`src/rtl/relring_pkg.sv`:
```
package relring_pkg;
    // Command byte field positions and the release code
    localparam int          VB_BIT      = 7;
    localparam int          CNT_FW      = 4;
    localparam logic [2:0]  CMD_RELEASE = 3'b001;

    typedef enum logic [0:0] {
        ST_IDLE = 1'b0,
        ST_EMIT = 1'b1
    } drain_state_t;
endpackage

```
`src/rtl/relring_store.sv`:
```
// Slot store: buffer words and command bytes written by software.
// Assumes the command byte is written after the buffer words of a slot.
// Command bytes reset to zero; buffer words are not reset.
module relring_store #(
    parameter int SLOTS     = 8,
    parameter int BUFS      = 8,
    parameter int WORD_BITS = 64,
    localparam int IDX_W    = $clog2(SLOTS),
    localparam int KW       = $clog2(BUFS),
    localparam int WORD_W   = KW + 1
) (
    input  logic                 clk,
    input  logic                 rst_n,
    input  logic                 wr_en,
    input  logic [IDX_W-1:0]     wr_slot,
    input  logic [WORD_W-1:0]    wr_word,
    input  logic [WORD_BITS-1:0] wr_data,
    input  logic [IDX_W-1:0]     rd_slot,
    input  logic [KW-1:0]        rd_word,
    output logic [7:0]           rd_verb,
    output logic [WORD_BITS-1:0] rd_data,
    output logic [WORD_BITS-1:0] rd_word0
);
    localparam logic [WORD_W-1:0] VERB_SEL = WORD_W'(BUFS);

    logic [WORD_BITS-1:0] mem  [SLOTS][BUFS];
    logic [7:0]           verb [SLOTS];

    // Buffer word writes
    always_ff @(posedge clk) begin
        if (wr_en && !wr_word[KW]) begin
            mem[wr_slot][wr_word[KW-1:0]] <= wr_data;
        end
    end

    // Command byte writes with reset to the empty pattern
    always_ff @(posedge clk) begin
        if (!rst_n) begin
            for (int s = 0; s < SLOTS; s++) verb[s] <= '0;
        end else if (wr_en && wr_word == VERB_SEL) begin
            verb[wr_slot] <= wr_data[7:0];
        end
    end

    // Combinational read of the consumer's slot
    always_comb begin
        rd_verb  = verb[rd_slot];
        rd_data  = mem[rd_slot][rd_word];
        rd_word0 = mem[rd_slot][0];
    end
endmodule

```
`src/rtl/relring_verb_dec.sv`:
```
// Command byte decoder: newness against the consumer phase and well-formedness.
// Assumes the count field occupies bits 3:0 and the code bits 6:4.
module relring_verb_dec
    import relring_pkg::*;
#(
    parameter int BUFS = 8
) (
    input  logic              phase,
    input  logic [7:0]        verb,
    output logic              is_new,
    output logic              is_good,
    output logic [CNT_FW-1:0] count
);
    localparam logic [CNT_FW-1:0] MAXC = CNT_FW'(BUFS);

    // Split and qualify the command byte
    always_comb begin
        count   = verb[CNT_FW-1:0];
        is_new  = verb[VB_BIT] != phase;
        is_good = (verb[6:4] == CMD_RELEASE) && (count != '0) && (count <= MAXC);
    end
endmodule

```
`src/rtl/relring_drain.sv`:
```
// Drain engine: takes new slots at the consumer index, emits their buffers
// one per handshake, drops malformed slots and advances the index.
// Assumes SLOTS is a power of two so the index carry is the phase bit.
module relring_drain
    import relring_pkg::*;
#(
    parameter int SLOTS     = 8,
    parameter int BUFS      = 8,
    parameter int WORD_BITS = 64,
    parameter int ADDR_W    = 48,
    parameter int POOL_W    = 16,
    localparam int IDX_W    = $clog2(SLOTS),
    localparam int KW       = $clog2(BUFS)
) (
    input  logic                 clk,
    input  logic                 rst_n,
    input  logic                 is_new,
    input  logic                 is_good,
    input  logic [CNT_FW-1:0]    count,
    input  logic [WORD_BITS-1:0] rd_data,
    input  logic [WORD_BITS-1:0] rd_word0,
    input  logic                 out_ready,
    output logic [KW-1:0]        rd_word,
    output logic [IDX_W:0]       ci,
    output logic                 out_valid,
    output logic [POOL_W-1:0]    out_pool,
    output logic [ADDR_W-1:0]    out_addr,
    output logic                 err,
    output logic                 slot_done
);
    drain_state_t      st;
    logic [KW-1:0]     beat;
    logic [KW-1:0]     last;
    logic [POOL_W-1:0] pool_q;
    logic [CNT_FW-1:0] cnt_m1;

    assign cnt_m1 = count - 1'b1;

    // Slot intake, beat stepping and index advance
    always_ff @(posedge clk) begin
        if (!rst_n) begin
            st     <= ST_IDLE;
            beat   <= '0;
            last   <= '0;
            pool_q <= '0;
            ci     <= '0;
            err    <= 1'b0;
        end else begin
            case (st)
                ST_IDLE: begin
                    if (is_new) begin
                        if (is_good) begin
                            st     <= ST_EMIT;
                            beat   <= '0;
                            last   <= cnt_m1[KW-1:0];
                            pool_q <= rd_word0[WORD_BITS-1 -: POOL_W];
                        end else begin
                            ci  <= ci + 1'b1;
                            err <= 1'b1;
                        end
                    end
                end
                ST_EMIT: begin
                    if (out_ready) begin
                        if (beat == last) begin
                            ci <= ci + 1'b1;
                            st <= ST_IDLE;
                        end else begin
                            beat <= beat + 1'b1;
                        end
                    end
                end
                default: st <= ST_IDLE;
            endcase
        end
    end

    // Output beat and completion pulse
    always_comb begin
        out_valid = (st == ST_EMIT);
        out_pool  = pool_q;
        out_addr  = rd_data[ADDR_W-1:0];
        rd_word   = beat;
        slot_done = ((st == ST_IDLE) && is_new && !is_good) ||
                    ((st == ST_EMIT) && out_ready && (beat == last));
    end
endmodule

```
`src/rtl/relring_irq.sv`:
```
// Finished-slot counter and threshold compare for the interrupt line.
// Clear has priority over a simultaneous completion.
module relring_irq #(
    parameter int CNT_W = 4
) (
    input  logic             clk,
    input  logic             rst_n,
    input  logic             slot_done,
    input  logic             clr,
    input  logic [CNT_W-1:0] thresh,
    output logic             irq
);
    localparam logic [CNT_W-1:0] CMAX = '1;
    logic [CNT_W-1:0] done_cnt;

    // Saturating count of finished slots
    always_ff @(posedge clk) begin
        if (!rst_n || clr) begin
            done_cnt <= '0;
        end else if (slot_done && done_cnt != CMAX) begin
            done_cnt <= done_cnt + 1'b1;
        end
    end

    // Threshold compare
    assign irq = (thresh != '0) && (done_cnt >= thresh);
endmodule

```
`src/rtl/relring_consumer.sv`:
```
// Top: valid-bit release ring consumer. Software writes slots through the
// store port; the drain engine streams buffer addresses to the pool sink.
module relring_consumer #(
    parameter int SLOTS     = 8,
    parameter int BUFS      = 8,
    parameter int WORD_BITS = 64,
    parameter int ADDR_W    = 48,
    parameter int POOL_W    = 16,
    parameter int CNT_W     = 4,
    localparam int IDX_W    = $clog2(SLOTS),
    localparam int KW       = $clog2(BUFS),
    localparam int WORD_W   = KW + 1
) (
    input  logic                 clk,
    input  logic                 rst_n,
    input  logic                 sw_wr_en,
    input  logic [IDX_W-1:0]     sw_wr_slot,
    input  logic [WORD_W-1:0]    sw_wr_word,
    input  logic [WORD_BITS-1:0] sw_wr_data,
    output logic                 out_valid,
    input  logic                 out_ready,
    output logic [POOL_W-1:0]    out_pool,
    output logic [ADDR_W-1:0]    out_addr,
    output logic [IDX_W:0]       ci_out,
    output logic                 err_sticky,
    input  logic [CNT_W-1:0]     irq_thresh,
    input  logic                 irq_clr,
    output logic                 irq
);
    logic [7:0]                  verb;
    logic [WORD_BITS-1:0]        rd_data;
    logic [WORD_BITS-1:0]        rd_word0;
    logic [KW-1:0]               rd_word;
    logic                        is_new;
    logic                        is_good;
    logic [relring_pkg::CNT_FW-1:0] count;
    logic                        slot_done;

    relring_store #(.SLOTS(SLOTS), .BUFS(BUFS), .WORD_BITS(WORD_BITS)) u_store (
        .clk(clk), .rst_n(rst_n),
        .wr_en(sw_wr_en), .wr_slot(sw_wr_slot), .wr_word(sw_wr_word), .wr_data(sw_wr_data),
        .rd_slot(ci_out[IDX_W-1:0]), .rd_word(rd_word),
        .rd_verb(verb), .rd_data(rd_data), .rd_word0(rd_word0)
    );

    relring_verb_dec #(.BUFS(BUFS)) u_dec (
        .phase(ci_out[IDX_W]), .verb(verb),
        .is_new(is_new), .is_good(is_good), .count(count)
    );

    relring_drain #(.SLOTS(SLOTS), .BUFS(BUFS), .WORD_BITS(WORD_BITS),
                    .ADDR_W(ADDR_W), .POOL_W(POOL_W)) u_drain (
        .clk(clk), .rst_n(rst_n),
        .is_new(is_new), .is_good(is_good), .count(count),
        .rd_data(rd_data), .rd_word0(rd_word0), .out_ready(out_ready),
        .rd_word(rd_word), .ci(ci_out),
        .out_valid(out_valid), .out_pool(out_pool), .out_addr(out_addr),
        .err(err_sticky), .slot_done(slot_done)
    );

    relring_irq #(.CNT_W(CNT_W)) u_irq (
        .clk(clk), .rst_n(rst_n), .slot_done(slot_done),
        .clr(irq_clr), .thresh(irq_thresh), .irq(irq)
    );
endmodule

```
`config.mk`:
```
export PLATFORM = sky130hd
export DESIGN_NAME = relring_consumer
export DESIGN_NICKNAME = d
export VERILOG_FILES = /design/src/rtl/relring_pkg.sv /design/src/rtl/relring_store.sv /design/src/rtl/relring_verb_dec.sv /design/src/rtl/relring_drain.sv /design/src/rtl/relring_irq.sv /design/src/rtl/relring_consumer.sv
export SDC_FILE = /design/constraint.sdc
export NUM_CORES = 2
export LEC_CHECK = 0
export BUFFER_PORTS_ARGS = -buffer_cell sky130_fd_sc_hd__buf_2
export CORE_MARGIN = 1
export CORE_UTILIZATION = 45
export CTS_CLUSTER_DIAMETER = 150
export CTS_CLUSTER_SIZE = 16
export DETAILED_ROUTE_END_ITERATION = 7
export PLACE_DENSITY = 0.64
export SLEW_MARGIN = 25
export SYNTH_ARGS = -nofsm -noshare
export SYNTH_HDL_FRONTEND = slang
export SYNTH_MEMORY_MAX_BITS = 65536
export SYNTH_SLANG_ARGS = --single-unit
```
`constraint.sdc`:
```
create_clock -name clk -period 5.8 [get_ports clk]
set_input_delay 1.16 -clock clk [delete_from_list [all_inputs] [get_ports clk]]
set_output_delay 1.16 -clock clk [all_outputs]
set_load 0.01 [all_outputs]
```
After elaboration in Yosys (flattened, before gate mapping)
Memory sizes are Yosys's and may differ from the RTL's. A register that Yosys moved wholly into a read port is not among the register bits.
Cells that the tools add are included.

storage, ports and cells
  bits in registers = 32
  memory bits (writable) = 4,160
  input port bits = 80
  output and inout bits = 71
  word-level logic and storage cells = 89
  memories kept = 2

memory list
  memory        words  width  rd ports  clocked after Yosys merged registers in  write ports  line                 RTL
  u_store.mem   8      512    1         1                                        1            relring_store.sv:26  logic [WORD_BITS-1:0] mem [SLOTS][BUFS];
  u_store.verb  8      8      1         1                                        8            relring_store.sv:27  logic [7:0] verb [SLOTS];

operators by class
  add/subtract/negate cells = 4
  order comparisons = 5
  eq/ne operators = 11
  multiplexer cells = 33
  bitwise operators = 4
  reductions and logical operators = 23

operators with widths
  operator                                                   count
  two-way mux 512 bit                                        1
  binary-select mux 64 bit (select 3 bit)                    1
  demux 64 bit (select 3 bit)                                1
  two-way mux 48 bit                                         2
  two-way mux 64 bit                                         1
  two-way mux 3 bit                                          9
  two-way mux 4 bit                                          4
  logical AND 1 bit                                          11
  two-way mux 1 bit                                          10
  adder 4 x 1 -> 4 bit (second input constant)               2
  greater-or-equal comparator 4 bit (second input constant)  2
  two-way mux 8 bit                                          1
  inequality test 2 bit (second input constant)              4
  inverter 3 -> 4 bit                                        2
  case mux 4 bit (2 select lines)                            1
  AND reduction 4 bit                                        2
  nonzero test 4 bit                                         2
  OR reduction 8 bit                                         1
  case mux 3 bit (2 select lines)                            1
  AND reduction 3 bit                                        2
  equality test 4 bit (second input constant)                1
  greater-or-equal comparator 4 bit                          1
  <= comparator 4 bit (second input constant)                1
  < comparator 4 x 1 -> 1 bit (second input constant)        1
  11 further kinds                                           16

Logic depth before layout (Yosys ltp)
  depth in word-level cells = 8
  gate-level depth with buffers = 16
  gate-level depth less buffers = 8

By module
From an unflattened synthesis, not the netlist that was laid out.

unflattened totals
  cells, all modules = 7,285
  area, all modules = 161,165.8 um2

by module, submodules not included
  module            times used  cells each  area each (um2)  seq. area each (um2)
  relring_store     1           7,050       159,211.4        124,919.8
  relring_drain     1           188         1,591.5          560.5
  relring_irq       1           38          296.5            80.1
  relring_verb_dec  1           9           66.3             0.0

Worst setup path after synthesis
OpenSTA, ideal clock, no wires.

  path kind = input to register
  start point = input sw_wr_slot[1]
  end point = memory u_store.mem[2][448] (netlist name) (enable)
  setup time = 487 ps
  arrival = 4,714 ps
  data required time = 5,313 ps
  path slack = 600 ps
  stages on the path = 4
  path buffers = 2
  cell sequence = clkbuf_1 or3b_2 clkbuf_1 nor2_1

RTL lines
  what                line                    RTL
  start: declaration  relring_consumer.sv:17  input logic [IDX_W-1:0] sw_wr_slot,
  end: declaration    relring_store.sv:26

Straight into the memory's write port.

==> out/qor.yml <==
outcome:
  status: "completed"
floorplanning:
  top_level_ports: 151
  core_region_area_um2: 277000
  die_area_um2: 282000
  initial_core_util: 0.454
  dieWidth_um: 531
  fp.dieH_um: 531
  rows: 193
placed_design:
  finalWeightedCongestion: 0.755
  postPlaceCellArea_um2: 134000
  io_buffer_count: 150
  dp_hpwl_mm: 170
  dp_worst_setup_slack_ns: 1.09
sta:
  tightest_slew_ns: 1.14
  rsz0062_at_grt: "false"
  fmax_ghz: 0.181
  period_share: 0.953
  setup_slack_ns: 0.275
  slew_headroom: 0.236
  tns_ns: 0
  slew_violations: 0
  finalSetupViolations: 0
  hold_violations: 0
  fin_skew_ns: 0.0172
  finalCriticalPeriod_ns: 5.53
synth:
  synth-compound-area-share: 0.00832
  syn_area_um2: 126000
  async_flop_share: 0
  yosys-mux-area-fraction: 0.185
  yosysWarnings: 0
  ys_dominant_reg_cell: "edfxtp_1"
  synth_cell_types: 49
  synth_xor_xnor_area_share: 0.000278
  synth_edf_count: 3264
  synth_top_family_by_area: "multiplexers"
  synth_seq_area_share: 0.784
  syn_nets: 5162
  avgSynthCellArea_um2: 24.8
  synth.top_cell.area_share: 0.778
  synthCells: 5074
  synthAdderAreaFrac: 0.000795
  synth-simple-area-share: 0.0113
  synthTopCellsByArea: "edfxtp_1 78%, mux4_2 18%, dfxtp_1 0.56%"
  synth-seq-cells: 3299
  yosysTopAreaCell: "edfxtp_1"
setup_path:
  reg2reg_to: "u_drain.last[0]"
  worst-path-max-fanout: 22
  worstPathRequired_ns: 4.64
  crit_arrival_ns: 4.37
  start_kind: "register"
  rrSetupSlack_ns: 1.84
  critPathCaptureType: "primary output"
  critPathKind: "reg2out"
  reg2reg_depth: 10
final_layout:
  final_layout_size_suffix_gt1_frac: 0.316
  fin_area_um2: 140000
  final_common_cell: "edfxtp_1"
  layout_common_cells: "3264 x edfxtp_1, 1010 x mux4_2, 225 x clkbuf_16"
  syn2layout_area_growth_pct: 10.9
  nNetsFinal: 5506
  n_fill_cell: 21400
route:
  wl_mm: 324
  routed_via_density: 6.33
  antenna_left: 0
  drtIter0Drc: 7994
  drc: 0
  vias: 58000
  wire_per_inst_um: 35.3
  dr.pass1.iters: 5
global_routing:
  grt_max_degree: 80
  grt_pass1_vias: 57400
  track_usage: 0.230
  antenna_found_initial: 30
  grt_overflow: 0
  grt_pass1_wl_mm: 448
hold_path:
  hold_class: "reg2reg"
  hp-start: "u_drain.err"
  min_to: "u_drain.err"
  whs_path_depth: 1
pwr:
  irDropWorstVdd_mv: 0.418
  p_sw_w: 0.0113
  powerDensity_nw_per_um2: 347
  p_leak_nw: 41.3
  power.share.clock: 0.299
  intPower_w: 0.0371
  power_switching_share: 0.234
  p_seq_frac: 0.546
  power_frac_comb: 0.155
job:
  maxCapViolCount: 0
clock_tree:
  postCtsSetupRepairBufs: 0
  cts_hold_buf: 0
  clkTransAtPathRegs_ns: 0.07
  cts_made_buffers: 224
  clk_path_buf_depth: 3
  worstSkewPairLatency_ns: 0.88
  cts_root_buf: "clkbuf_16"
  cts_resized: 0
  cts_tree: "done"
  cts_sinks: 3299
  htree_levels: 4
[registers in the layout, summed over array words and instances, names as in the netlist, named ones only]
register and cells:
u_drain.rd_word 3, u_store.verb 64, u_drain.ci 4, u_drain.out_valid 1, u_irq.done_cnt 4, u_store.mem 3200
u_drain.last 3, u_drain.err 1, u_drain.out_pool 16
[per-stage QoR]
step	std cells	hold slack [ns]	power [W]	utilization
floorplan	5074	0.446	0.0324	-
global placement	8890	0.445	0.0346	0.481
detailed placement	8892	0.458	0.0346	0.481
CTS	9153	0.475	0.0489	0.503
global route	9159	0.498	0.0500	0.503
finish	9168	0.471	0.0485	0.503
[cells in the mapped netlist, types with 4 or more instances]
master / n
nand3_1: 7
ha_1: 8
nor2b_1: 37
a21oi_1: 35
and2_1: 67
dfxtp_1: 35
o21ai_0: 10
inv_1: 9
edfxtp_1: 3264
clkbuf_1: 135
o21a_1: 5
nand2_1: 23
buf_6: 7
nand2b_1: 5
o211a_1: 19
buf_1: 19
a311oi_1: 4
mux2_2: 6
nand4_1: 18
mux2i_1: 51
buf_2: 94
nor3_1: 5
a211oi_1: 57
mux4_2: 1010
buf_4: 18
nor4b_1: 4
nor2_1: 81
[cell families after synthesis]
kind of cell,Yosys count
AO/OA/AOI/OAI,147
flip-flops,3299
adder cells (fa/ha/maj),8
multiplexers,1067
XOR/XNOR,4
buffers and inverters,282
AND/OR/NAND/NOR,267
[critical path: stages, from the launching register on]
cell,delay [ns]
dfxtp_4,0.80
buf_12,0.28
buf_12,0.21
mux4_2,0.53
mux4_2,0.48
a21oi_1,0.62
a21oi_1,0.30
buf_2,0.22
[how the worst max path moves through the flow]
stage	to	cells past startpoint	slack (ns)
final	out_addr[7]	7	0.27
after CTS	out_addr[25]	9	0.13
after floorplan	u_store.mem[2][448]	4	0.60
after global placement	out_addr[25]	9	1.10
after detailed placement	out_addr[25]	9	1.09
after global routing	out_addr[43]	7	0.16
[cell type report]
type,instances,area (um^2),area share
tap,3705,4640,0.0332
clock inverter,13,183,0.00131
multi-input combinational,1493,26400,0.189
inverter,9,33.8,0.000242
sequential,3299,98700,0.707
timing repair buffer,391,3910,0.0280
clock buffer,248,5720,0.0409
antenna,10,25.0,0.000179
[power groups by stage]
stage               Combinational [W]  Clock, W  Sequential [W]
floorplan                     0.00544         0          0.0269
global placement              0.00756         0          0.0270
detailed placement            0.00760         0          0.0270
CTS                           0.00763    0.0147          0.0265
global route                  0.00802    0.0155          0.0265
finish                        0.00749    0.0145          0.0265
[metal layers]
layer / vias to the layer above / global-route usage / routed length, um
met1: 32100 / 0.330 / 130000
met2: 3012 / 0.360 / 154000
met3: 416 / 0.0574 / 33900
met5: - / 0.00530 / 249
li1: 22500 / - / -
met4: 9 / 0.0467 / 6470
No activity file was read; power rests on OpenSTA's default activity.
